<file path="src/rtl/spi_rb_pkg.sv">
package spi_rb_pkg;
   localparam int DW = 8;
   localparam logic [DW-1:0] CMD_READ  = 8'h40;
   localparam logic [DW-1:0] CMD_WRITE = 8'h80;

   typedef enum logic [1:0] {
      PH_CMD  = 2'd0,
      PH_ADDR = 2'd1,
      PH_DATA = 2'd2,
      PH_DROP = 2'd3
   } phase_t;

   function automatic logic [DW-1:0] reset_value(input int idx);
      case (idx)
         1:       return 8'h04;
         2:       return 8'h56;
         3:       return 8'h11;
         8:       return 8'h02;
         9:       return 8'h01;
         13:      return 8'hFF;
         14:      return 8'hEF;
         15:      return 8'hFF;
         16:      return 8'h03;
         17:      return 8'h12;
         18:      return 8'h04;
         default: return 8'h00;
      endcase
   endfunction
endpackage

</file>
<file path="src/rtl/spi_rb_sync.sv">
module spi_rb_sync #(
   parameter int STAGES = 2
) (
   input  logic clk,
   input  logic rst_n,
   input  logic sck,
   input  logic csb,
   input  logic sdi,
   output logic csb_s,
   output logic sdi_s,
   output logic sck_rise,
   output logic sck_fall
);
   logic [STAGES-1:0] sck_ff, csb_ff, sdi_ff;
   logic              sck_last;

   always_ff @(posedge clk or negedge rst_n) begin
      if (!rst_n) begin
         sck_ff   <= '0;
         csb_ff   <= '1;
         sdi_ff   <= '0;
         sck_last <= 1'b0;
      end else begin
         sck_ff   <= {sck_ff[STAGES-2:0], sck};
         csb_ff   <= {csb_ff[STAGES-2:0], csb};
         sdi_ff   <= {sdi_ff[STAGES-2:0], sdi};
         sck_last <= sck_ff[STAGES-1];
      end
   end

   assign csb_s    = csb_ff[STAGES-1];
   assign sdi_s    = sdi_ff[STAGES-1];
   assign sck_rise =  sck_ff[STAGES-1] & ~sck_last;
   assign sck_fall = ~sck_ff[STAGES-1] &  sck_last;
endmodule

</file>
<file path="src/rtl/spi_rb_engine.sv">
module spi_rb_engine
   import spi_rb_pkg::*;
#(
   parameter int ADDR_W = 8
) (
   input  logic              clk,
   input  logic              rst_n,
   input  logic              cs_active,
   input  logic              sck_rise,
   input  logic              sck_fall,
   input  logic              sdi_bit,
   output logic              sdo,
   output logic              wr_en,
   output logic [ADDR_W-1:0] wr_addr,
   output logic [DW-1:0]     wr_data,
   output logic [ADDR_W-1:0] rd_addr,
   input  logic [DW-1:0]     rd_data,
   output phase_t            phase,
   output logic [2:0]        bit_cnt
);
   logic [DW-1:0]     shift_in, shift_out;
   logic [ADDR_W-1:0] addr;
   logic              is_read, load_pend;
   logic [DW-1:0]     byte_now;
   logic              byte_done;

   assign byte_now  = {shift_in[DW-2:0], sdi_bit};
   assign byte_done = cs_active && sck_rise && (bit_cnt == 3'd7);

   always_ff @(posedge clk or negedge rst_n) begin
      if (!rst_n) begin
         phase     <= PH_CMD;
         bit_cnt   <= '0;
         shift_in  <= '0;
         shift_out <= '0;
         addr      <= '0;
         is_read   <= 1'b0;
         load_pend <= 1'b0;
      end else if (!cs_active) begin
         phase     <= PH_CMD;
         bit_cnt   <= '0;
         shift_in  <= '0;
         shift_out <= '0;
         load_pend <= 1'b0;
      end else if (sck_rise) begin
         shift_in <= byte_now;
         bit_cnt  <= 3'(bit_cnt + 3'd1);
         if (bit_cnt == 3'd7) begin
            case (phase)
               PH_CMD: begin
                  if (byte_now == CMD_READ) begin
                     is_read <= 1'b1;
                     phase   <= PH_ADDR;
                  end else if (byte_now == CMD_WRITE) begin
                     is_read <= 1'b0;
                     phase   <= PH_ADDR;
                  end else begin
                     phase   <= PH_DROP;
                  end
               end
               PH_ADDR: begin
                  addr      <= byte_now[ADDR_W-1:0];
                  phase     <= PH_DATA;
                  load_pend <= is_read;
               end
               PH_DATA: begin
                  if (is_read) load_pend <= 1'b1;
                  else         addr      <= ADDR_W'(addr + 1'b1);
               end
               default: ;
            endcase
         end
      end else if (sck_fall) begin
         if (load_pend) begin
            shift_out <= rd_data;
            addr      <= ADDR_W'(addr + 1'b1);
            load_pend <= 1'b0;
         end else begin
            shift_out <= {shift_out[DW-2:0], 1'b0};
         end
      end
   end

   assign sdo     = shift_out[DW-1];
   assign wr_en   = byte_done && (phase == PH_DATA) && !is_read;
   assign wr_addr = addr;
   assign wr_data = byte_now;
   assign rd_addr = addr;
endmodule

</file>
<file path="src/rtl/spi_rb_regfile.sv">
module spi_rb_regfile
   import spi_rb_pkg::*;
#(
   parameter int NREG    = 19,
   parameter int ADDR_W  = 8,
   parameter int RST_REG = 11
) (
   input  logic               clk,
   input  logic               rst_n,
   input  logic               wr_en,
   input  logic [ADDR_W-1:0]  wr_addr,
   input  logic [DW-1:0]      wr_data,
   input  logic [ADDR_W-1:0]  rd_addr,
   output logic [DW-1:0]      rd_data,
   output logic [NREG*DW-1:0] bank_q,
   output logic               ext_reset
);
   logic [DW-1:0] mem [NREG];

   for (genvar g = 0; g < NREG; g++) begin : g_reg
      always_ff @(posedge clk or negedge rst_n) begin
         if (!rst_n)
            mem[g] <= reset_value(g);
         else if (wr_en && wr_addr == ADDR_W'(g))
            mem[g] <= wr_data;
      end
      assign bank_q[g*DW +: DW] = mem[g];
   end

   always_comb begin
      rd_data = '0;
      for (int i = 0; i < NREG; i++)
         if (rd_addr == ADDR_W'(i)) rd_data = mem[i];
   end

   assign ext_reset = mem[RST_REG][0];
endmodule

</file>
<file path="src/rtl/spi_regbank_slave.sv">
module spi_regbank_slave
   import spi_rb_pkg::*;
#(
   parameter int NREG        = 19,
   parameter int ADDR_W      = 8,
   parameter int SYNC_STAGES = 2,
   parameter int RST_REG     = 11
) (
   input  logic               clk,
   input  logic               rst_n,
   input  logic               sck,
   input  logic               csb,
   input  logic               sdi,
   output logic               sdo,
   output logic               ext_reset,
   output logic [NREG*DW-1:0] bank_q
);
   if (NREG < 1 || NREG > (1 << ADDR_W)) begin : g_bad_nreg
      $error("NREG must be between 1 and 2**ADDR_W");
   end
   if (SYNC_STAGES < 2) begin : g_bad_sync
      $error("SYNC_STAGES must be at least 2");
   end
   if (RST_REG >= NREG) begin : g_bad_rst
      $error("RST_REG must name an implemented register");
   end

   logic              csb_s, sdi_s, sck_rise, sck_fall;
   logic              wr_en;
   logic [ADDR_W-1:0] wr_addr, rd_addr;
   logic [DW-1:0]     wr_data, rd_data;
   phase_t            phase;
   logic [2:0]        bit_cnt;

   spi_rb_sync #(.STAGES(SYNC_STAGES)) u_sync (
      .clk(clk), .rst_n(rst_n), .sck(sck), .csb(csb), .sdi(sdi),
      .csb_s(csb_s), .sdi_s(sdi_s), .sck_rise(sck_rise), .sck_fall(sck_fall)
   );

   spi_rb_engine #(.ADDR_W(ADDR_W)) u_eng (
      .clk(clk), .rst_n(rst_n), .cs_active(!csb_s),
      .sck_rise(sck_rise), .sck_fall(sck_fall), .sdi_bit(sdi_s),
      .sdo(sdo), .wr_en(wr_en), .wr_addr(wr_addr), .wr_data(wr_data),
      .rd_addr(rd_addr), .rd_data(rd_data), .phase(phase), .bit_cnt(bit_cnt)
   );

   spi_rb_regfile #(.NREG(NREG), .ADDR_W(ADDR_W), .RST_REG(RST_REG)) u_rf (
      .clk(clk), .rst_n(rst_n), .wr_en(wr_en), .wr_addr(wr_addr),
      .wr_data(wr_data), .rd_addr(rd_addr), .rd_data(rd_data),
      .bank_q(bank_q), .ext_reset(ext_reset)
   );
endmodule

</file>
<file path="config.mk">
export PLATFORM = sky130hd
export DESIGN_NAME = spi_regbank_slave
export DESIGN_NICKNAME = d
export VERILOG_FILES = /design/src/rtl/spi_rb_pkg.sv /design/src/rtl/spi_rb_sync.sv /design/src/rtl/spi_rb_engine.sv /design/src/rtl/spi_rb_regfile.sv /design/src/rtl/spi_regbank_slave.sv
export SDC_FILE = /design/constraint.sdc
export NUM_CORES = 1
export LEC_CHECK = 0
export BUFFER_PORTS_ARGS = -buffer_cell sky130_fd_sc_hd__buf_2
export CAP_MARGIN = 20
export CORE_MARGIN = 2
export CORE_UTILIZATION = 55
export CTS_CLUSTER_SIZE = 16
export DETAILED_ROUTE_END_ITERATION = 8
export GPL_TIMING_DRIVEN = 0
export PLACE_DENSITY_LB_ADDON = 0.3
export SLEW_MARGIN = 20
export SYNTH_ARGS = -nofsm -noshare
export SYNTH_HDL_FRONTEND = slang
export SYNTH_SLANG_ARGS = --single-unit
</file>
<file path="constraint.sdc">
create_clock -name clk -period 6.73 [get_ports clk]
set_input_delay 1.0095 -clock clk [delete_from_list [all_inputs] [get_ports clk]]
set_output_delay 1.0095 -clock clk [all_outputs]
set_load 0.02 [all_outputs]
</file>
[After elaboration in Yosys (flattened, before gate mapping)]
Cells that the tools add are included.
Cells by class
  add/sub/neg operators: 2
  equal/unequal tests: 30
  multiplexer cells: 47
  bitwise logic cells: 5
  reductions and logical operators: 40
Operators by type and width (number)
  $mux W8: 28
  $eq A8 B4 Y1 const B: 8
  $eq A8 B3 Y1 const B: 4
  $eq A8 B5 Y1 const B: 3
  $logic_and A1 B1 Y1: 23
  $eq A8 B2 Y1 const B: 2
  $pmux W8 S2: 1
  $mux W7: 2
  $reduce_bool A2 Y1: 6
  $mux W2: 5
  $ne A3 B3 Y1 const B: 3
  $add A8 B1 Y8 const B: 1
  $eq A8 B1 Y1 const B: 1
  $eq A8 B7 Y1 const B: 1
  $eq A8 B8 Y1 const B: 1
  $logic_not A8 Y1: 1
  $ne A4 B4 Y1 const B: 2
  $mux W1: 7
  $mux W3: 2
  $reduce_and A6 Y1: 1
  $reduce_bool A3 Y1: 2
  $reduce_and A5 Y1: 1
  $ne A2 B2 Y1 const B: 2
  $pmux W2 S2: 1
  other kinds (12): 16
Word-level totals
  register bits after elaboration: 189
  input port bits: 5
  output and inout bits: 154
  word-level logic and storage cells: 154

[Logic depth before layout (Yosys ltp)]
Gate-level depths: netlist of the first run.
  depth in word-level cells: 24
  gate-level depth with buffers: 11
  mapped depth without buffers: 8

[Cells and area by module]
Synthesis of the first run repeated with hierarchy kept, for this count alone.
Second synthesis, totals
  cell total of the unflattened synthesis: 804
  area total of the unflattened synthesis: 9510.4 µm²
By module, submodules not included
  spi_rb_regfile: instances 1, cells an instance 619, area an instance 7596.0 µm², sequential area each 3849.9 µm²
  spi_rb_engine: instances 1, cells an instance 175, area an instance 1717.9 µm², sequential area each 750.7 µm²
  spi_rb_sync: instances 1, cells an instance 9, area an instance 192.7 µm², sequential area each 177.7 µm²
  spi_regbank_slave: instances 1, cells an instance 1, area an instance 3.8 µm², sequential area each 0.0 µm²

[Worst setup path before layout of the first run]
OpenSTA, ideal clock, no wires.
  path type: reg2reg
  start: register u_eng.addr[0], in the netlist u_eng.rd_addr[0]
  end: register u_eng.shift_out[0]
  library setup time: 0.121 ns
  arrival time: 2.131 ns
  required time: 6.609 ns
  slack: 4.478 ns
  stages on the path, launching flop included: 11
  buffers on the path: 2
  clock period less this slack: 2.252 ns
  cells stage by stage: dfrtp_1 -> inv_1 -> ha_1 -> clkbuf_1 -> or2_2 -> clkbuf_1 -> a221oi_1 -> o32ai_1 -> a221oi_1 -> o22ai_1 -> a22o_1
On the way
  longest elaborated chain between the ends: 24
  elaborated cells on any way between the ends: 42
  those cells by class: eq/ne (18); mux (23); reduce/logical (1)
Ends and longest elaborated chain
  from (decl): line spi_rb_engine.sv:22  | logic [ADDR_W-1:0] addr;
  from (signal assigned): line spi_rb_engine.sv:62  | addr <= byte_now[ADDR_W-1:0];
  from (signal assigned): line spi_rb_engine.sv:68  | else addr <= ADDR_W'(addr + 1'b1);
  from (signal assigned): line spi_rb_engine.sv:76  | addr <= ADDR_W'(addr + 1'b1);
  $logic_not A8 Y1: line spi_rb_regfile.sv:33  | if (rd_addr == ADDR_W'(i)) rd_data = mem[i];
  $mux W8 (18 in a row): line spi_rb_regfile.sv:33
  $mux W8 *: line spi_rb_regfile.sv:33
  $mux W8 *: line spi_rb_engine.sv:74  | if (load_pend) begin
  $mux W8 *: line spi_rb_engine.sv:73  | end else if (sck_fall) begin
  $mux W8 *: line spi_rb_engine.sv:45  | end else if (sck_rise) begin
  $mux W8 *: line spi_rb_engine.sv:39  | end else if (!cs_active) begin
  to (signal assigned): line spi_rb_engine.sv:75  | shift_out <= rd_data;
  to (signal assigned): line spi_rb_engine.sv:79  | shift_out <= {shift_out[DW-2:0], 1'b0};
  to (decl): line spi_rb_engine.sv:21  | logic [DW-1:0] shift_in, shift_out;
Every way passes the cells marked *; elsewhere a longest branch is shown, timed or not. The select of a mux whose other input is x is not followed.
A chain may end at the register's enable or synchronous reset.

[Worst setup path in the final report of the first run]
Same ends and word-level chain as after synthesis.

==> results of run 1 <==
==> where the power goes <==
part	switching, uW	total (uW)	internal, uW
Sequential	2.40	1140	1140
Combinational	40.5	51.7	11.2
Clock	459	1070	608
==> critical path, stage by stage (launching register included) <==
cell	delay, ns
dfrtp_1	0.46
inv_1	0.10
ha_1	0.20
clkbuf_1	0.22
nor2b_1	0.20
clkbuf_1	0.34
a221oi_1	0.51
o32ai_1	0.15
a221oi_1	0.69
o22ai_1	0.21
a22o_1	0.25
==> area by class of cell <==
class	count	area, um2	share of cell area (%)
multi-input cells	558	4320	38.7
repair buffers	160	856	7.66
inverters	19	71.3	0.638
well taps	220	275	2.46
flip-flops and latches	189	4780	42.8
clock buffers	20	457	4.09
clock inverters	12	159	1.42
plain buffers	61	259	2.32
==> flip-flops by register name (all words and copies together), names as in the netlist <==
name / count
u_rf.bank_q: 152
u_eng.rd_addr: 8
u_eng.shift_out: 8
u_eng.shift_in: 7
u_eng.bit_cnt: 3
u_eng.phase: 2
u_sync.csb_ff: 2
u_sync.sck_ff: 2
u_sync.sdi_ff: 2
u_eng.is_read: 1
u_eng.load_pend: 1
u_sync.sck_last: 1
==> synthesized netlist by cell type (10+ instances only) <==
library cell,n
a21oi_1,47
a22oi_1,11
clkbuf_1,44
dfrtp_1,150
dfstp_2,39
ha_1,11
inv_1,18
mux2_2,108
mux2_4,28
mux2i_1,10
nand2_1,63
nand2b_1,11
nand3_1,17
nor2_1,39
o21ai_0,45
o22ai_1,28
==> per-stage QoR <==
stage | total power, uW | worst slack, ns | cell area [um2]
after floorplan | 1180 | 4.48 | 9430
after global placement | 1210 | 1.64 | 10500
after detailed placement | 1220 | 3.51 | 10600
after CTS | 2260 | 3.43 | 11200
after global routing | 2320 | 3.30 | 11200
final | 2260 | 3.29 | 11200
==> logic make-up after synthesis <==
| logic type | Yosys count |
|---|---|
| AO/OA/AOI/OAI | 211 |
| flip-flops | 189 |
| AND/OR/NAND/NOR | 187 |
| multiplexers | 147 |
| buffers and inverters | 80 |
| adder cells (fa/ha/maj) | 11 |
| XOR/XNOR | 2 |
==> routing by layer <==
metal  global-route usage, %  vias to the layer above
li1                        -                     3420
met1                    46.9                     4022
met2                    52.8                      516
met3                    8.48                      114
met4                    17.7                        0
met5                       0                        -
==> how the worst min path moves through the flow <==
stage	start	end	slack, ns	cells past startpoint
final	u_sync.sdi_ff[0]	u_sync.sdi_ff[1]	0.36	0
after global routing	u_sync.sck_ff[0]	u_sync.sck_ff[1]	0.36	0
after CTS	u_sync.sdi_ff[0]	u_sync.sdi_ff[1]	0.36	0
after detailed placement	u_sync.sdi_ff[0]	u_sync.sdi_ff[1]	0.34	0
after global placement	u_sync.sdi_ff[0]	u_sync.sdi_ff[1]	0.33	0
after floorplan	u_sync.sck_ff[0]	u_sync.sck_ff[1]	0.33	0
==> impl_metrics.csv, run 1 <==
group,metric,value,unit
status,status,"complete, no violations",
drt,top_layer,"met4",
timing,post-route-period-util,51.1,%
timing,finalClockSkew,0.00946,ns
logic_synthesis,synthAdderAreaFrac,1.46,%
power,max-vdd-ir-drop,0.000186,V
logic_synthesis,ys_ff_latch,189,
floorplan,die_h,135,um
setup_path,crit_end,"u_eng.shift_out[0]",
grt,antenna_found_initial,0,
drt,wl_met1,12400,um
timing,rsz0062_at_grt,"no",
drt,vias,8072,
setup_path,path_class,"flop to flop",
final_layout,final_nets,1022,
timing,setup_viol,0,
floorplan,dieArea,18200,um2
logic_synthesis,ys_async_sr_fraction,100,%
final_layout,drive_gt1_share,39.1,%
logic_synthesis,yosys.area_share.simple,10.7,%
job,drv_cap,0,
logic_synthesis,ys_top_cells_by_area,"dfrtp_1 (40%), mux2_2 (13%), dfstp_2 (11%), mux2_4 (4.5%), nand2_1 (2.5%)",
timing,tightest_slew,1.02,ns
timing,fin_setup_tns,0,ns
placement,gp_congestion,1.01,
placement,dpl.hpwl,21900,um
final_layout,area_growth,18.5,%
setup_path,r2r_end,"u_eng.shift_out[0]",
clock_network,clockRootBuffer,"clkbuf_16",
setup_path,arrival,3.78,ns
placement,placed_cells_incl_taps,1207,
grt,grt_overflow,0,
logic_synthesis,synthesis.nets,843,
drt,wl,31100,um
floorplan,die_w,135,um
setup_path,regToRegSetupSlack,3.29,ns
setup_path,worstSetupStartpointType,"flop",
clock_network,clockBufferDepth,2,
drt,wl_per_cell,25.1,um
clock_network,hold_buffers,0,
setup_path,cp_max_fo,10,
floorplan,core,16700,um2
min_path,hold_path_class,"flop to flop",
placement,io_buffers,158,
clock_network,cts_tree,"built",
logic_synthesis,synthCells,827,
timing,slew_headroom,32.0,%
drt,met3WireLength,3060,um
final_layout,fill_cells,1317,
grt,first_global_vias,7896,
clock_network,clk_latency,0.45,ns
clock_network,cts_made_buffers,17,
clock_network,cts_sinks,189,
drt,met2WireLength,14000,um
logic_synthesis,synth_area_per_cell,11.4,um2
clock_network,cts.repair.resized,0,
logic_synthesis,synth_compound_area_share,15.0,%
logic_synthesis,synth_edf_count,0,
clock_network,clkTransAtPathRegs,0.07,ns
grt,grt_util_all_layers,34.8,%
logic_synthesis,netlist.area_leader.share,39.8,%
final_layout,stdcell_count,1239,
final_layout,mostFrequentLayoutCell,"buf_2",
drt,drc,0,
floorplan,rows,47,
power,p_per_area,202,nW/um2
timing,fin_crit,3.44,ns
logic_synthesis,synth_area,9430,um2
floorplan,io_pins,159,
drt,first_pass_iters,5,
final_layout,num_antenna_cells,0,
logic_synthesis,synth_top_cell_by_area,"dfrtp_1",
floorplan,initial_core_util,56.5,%
timing,drv_slew,0,
clock_network,cts_htree_levels,4,
setup_path,end_kind,"flop",
setup_path,worstReg2RegStart,"u_eng.rd_addr[0]",
logic_synthesis,synth_warnings,0,
timing,worst_hold_slack,0.356,ns
setup_path,worstPathRequired,7.07,ns
grt,grt_pass1_wl,46900,um
logic_synthesis,yosys.area_share.xor_xnor,0.186,%
drt,vias_per_cell,6.51,
timing,clock.fmax,291,MHz
drt,ant_nets,0,
final_layout,post-route-util,66.9,%
grt,grt_start_max_net_pins,83,
setup_path,reg2reg_depth,10,
logic_synthesis,synth.distinct_cells,72,
setup_path,startpoint,"u_eng.rd_addr[0]",
clock_network,cts_setup_buffers,0,
final_layout,layout_common_cells,"buf_2 (166), dfrtp_1 (150), mux2_2 (108)",
logic_synthesis,ys_seq_area_share,50.7,%
logic_synthesis,synth_mux_area_share,18.5,%
power,power_leakage,0.00549,uW
logic_synthesis,synth_ff_type,"dfrtp_1",
logic_synthesis,synth_top_family_by_area,"multiplexers",
timing,hold_violations,0,
drt,drt_iter0_markers,998,
(Power assumes the default switching activity.)
==> run 2: changes to the inputs <==
CORE_UTILIZATION = 51   (was 55)
clock period = 3 ns   (was 6.73 ns; I/O delays follow)
==> impl_metrics.csv, run 2 (same netlist as run 1, synthesis figures left out) <==
group,metric,value,unit
status,status,"complete, no violations",
power,power_leakage,0.00549,uW
final_layout,drive_gt1_share,39.9,%
clock_network,cts_setup_buffers,0,
drt,wl_per_cell,25.3,um
power,pwr-share-clk,45.4,%
timing,slew_headroom,42.7,%
setup_path,crit_family,"buffers and inverters",
final_layout,area_growth,18.5,%
floorplan,die_w,140,um
setup_path,max_stage_delay,0.46,ns
timing,fin_setup_tns,0,ns
power,power_switching_share,22.6,%
clock_network,cts_htree_levels,4,
drt,vias,7970,
setup_path,slowest_stage,"dfrtp_1",
drt,first_pass_iters,7,
drt,vias_per_cell,6.39,
timing,tightest_slew,0.859,ns
timing,finalClockSkew,0.0104,ns
timing,drv_slew,0,
grt,first_global_vias,7741,
clock_network,cts_sinks,189,
placement,io_buffers,158,
clock_network,cts_made_buffers,17,
drt,ant_nets,0,
floorplan,core,18000,um2
drt,wl,31500,um
job,drv_cap,0,
floorplan,io_pins,159,
power,max-vdd-ir-drop,0.000422,V
grt,grt_util_all_layers,32.3,%
timing,fin_crit,2.94,ns
drt,drt_iter0_markers,1163,
setup_path,cp_max_fo,10,
floorplan,rows,49,
setup_path,worstReg2RegStart,"u_eng.rd_addr[0]",
power,p_comb_share,2.4,%
min_path,min_to,"u_sync.csb_ff[0]",
setup_path,critical_path_buf_inv_count,4,
grt,grt_pass1_wl,47600,um
final_layout,layout_common_cells,"buf_2 (167), dfrtp_1 (150), mux2_2 (108)",
grt,grt_start_max_net_pins,77,
timing,setup_viol,0,
timing,post-route-period-util,98.0,%
final_layout,fill_cells,1509,
timing,clock.fmax,340,MHz
setup_path,reg2reg_depth,9,
power,p_per_area,439,nW/um2
min_path,min_path_cells,1,
grt,grt_overflow,0,
grt,antenna_found_initial,1,
clock_network,clockRootBuffer,"clkbuf_16",
final_layout,stdcell_count,1247,
power,totalPowerFinal,4910,uW
timing,hold_violations,0,
clock_network,clk_latency,0.44,ns
power,p_switching,1110,uW
setup_path,worstSetupStartpointType,"flop",
setup_path,arrival,3.26,ns
setup_path,worstPathRequired,3.32,ns
placement,gp_congestion,0.998,
clock_network,cts_tree,"built",
power,p_int,3800,uW
final_layout,mostFrequentLayoutCell,"buf_2",
min_path,holdCritStartpoint,"csb",
floorplan,initial_core_util,52.3,%
floorplan,dieArea,19600,um2
setup_path,path_class,"flop to flop",
placement,dpl.hpwl,22600,um
clock_network,clockBufferDepth,2,
setup_path,worstPathCellList,"inv_1 > ha_1 > buf_2 > clkinv_2 > clkbuf_2 > o2111ai_1 > o31ai_1 > o311ai_0 > nand2_1",
min_path,hold_path_class,"input pin to flop",
power,sequentialPowerShare,52.2,%
setup_path,r2r_end,"u_eng.shift_out[2]",
timing,worst_hold_slack,0.111,ns
placement,placed_cells_incl_taps,1216,
drt,drc,0,
setup_path,regToRegSetupSlack,0.06,ns
timing,rsz0062_at_grt,"yes",
final_layout,final_nets,1020,
floorplan,die_h,140,um
setup_path,end_kind,"flop",
final_layout,largest_reg_flops,152,
clock_network,clkTransAtPathRegs,0.07,ns
==> run 2: how the worst max path moves through the flow <==
stage | from | endpoint | slack (ns) | depth (start not counted)
2_1_floorplan | u_eng.rd_addr[0] | u_eng.shift_out[0] | 0.75 | 10
3_3_place_gp | rst_n | u_rf.bank_q[98] | -1.55 | 1
3_5_place_dp | u_eng.rd_addr[1] | u_eng.shift_out[2] | -0.24 | 11
4_1_cts | u_eng.rd_addr[0] | u_eng.shift_out[0] | 0.0004 | 10
5_1_grt | u_eng.rd_addr[0] | u_eng.shift_out[6] | -0.002 | 9
6_report | u_eng.rd_addr[0] | u_eng.shift_out[2] | 0.06 | 9
==> run 2: what timing repair did <==
| item | CTS | global route |
|---|---|---|
| gates resized for setup | 5 | 8 |
| endpoints found under the hold margin | 35 | 0 |
| hold buffers | 1 | 0 |
| endpoints found under the setup margin | 7 | 43 |
==> run 2: per-layer routing <==
metal	share of wire (%)	routed length [um]	global-route usage, %
met1	41	12800	45.6
met5	0	0	0
met4	2.5	772	10.8
met3	10	3230	6.43
met2	47	14700	50.5
==> run 2: area by class of cell <==
class	count	area [um2]	area share, %
Clock inverter	8	85.1	0.761
Buffer	58	253	2.26
Clock buffer	24	482	4.31
Sequential cell	189	4780	42.8
Timing Repair Buffer	161	866	7.75
Tap cell	229	287	2.56
Inverter	19	72.6	0.649
Antenna cell	1	2.50	0.0224
Multi-Input combinational cell	558	4350	38.9
==> run 2: through the flow <==
step           util [%]  cell area (um2)  setup slack, ns
4_1_cts            61.9            11200         0.000384
2_1_floorplan         -             9430            0.748
6_report           62.0            11200           0.0599
5_1_grt            62.0            11200         -0.00172
3_3_place_gp       58.3            10500            -1.55
3_5_place_dp       58.7            10600           -0.241
==> run 2: worst reg2reg max path, stage by stage, from the launching register on <==
cell and delay (ns):
dfrtp_1 0.46, inv_1 0.12, ha_1 0.37, buf_2 0.32
clkinv_2 0.26, clkbuf_2 0.35, o2111ai_1 0.35, o31ai_1 0.20
o311ai_0 0.32, nand2_1 0.08
==> run 2: power groups by stage <==
stage	clock, uW	sequential [uW]	combinational [uW]
2_1_floorplan	0	2610	35.0
3_3_place_gp	0	2610	107
3_5_place_dp	0	2610	119
4_1_cts	2230	2560	121
5_1_grt	2330	2560	132
6_report	2230	2560	118
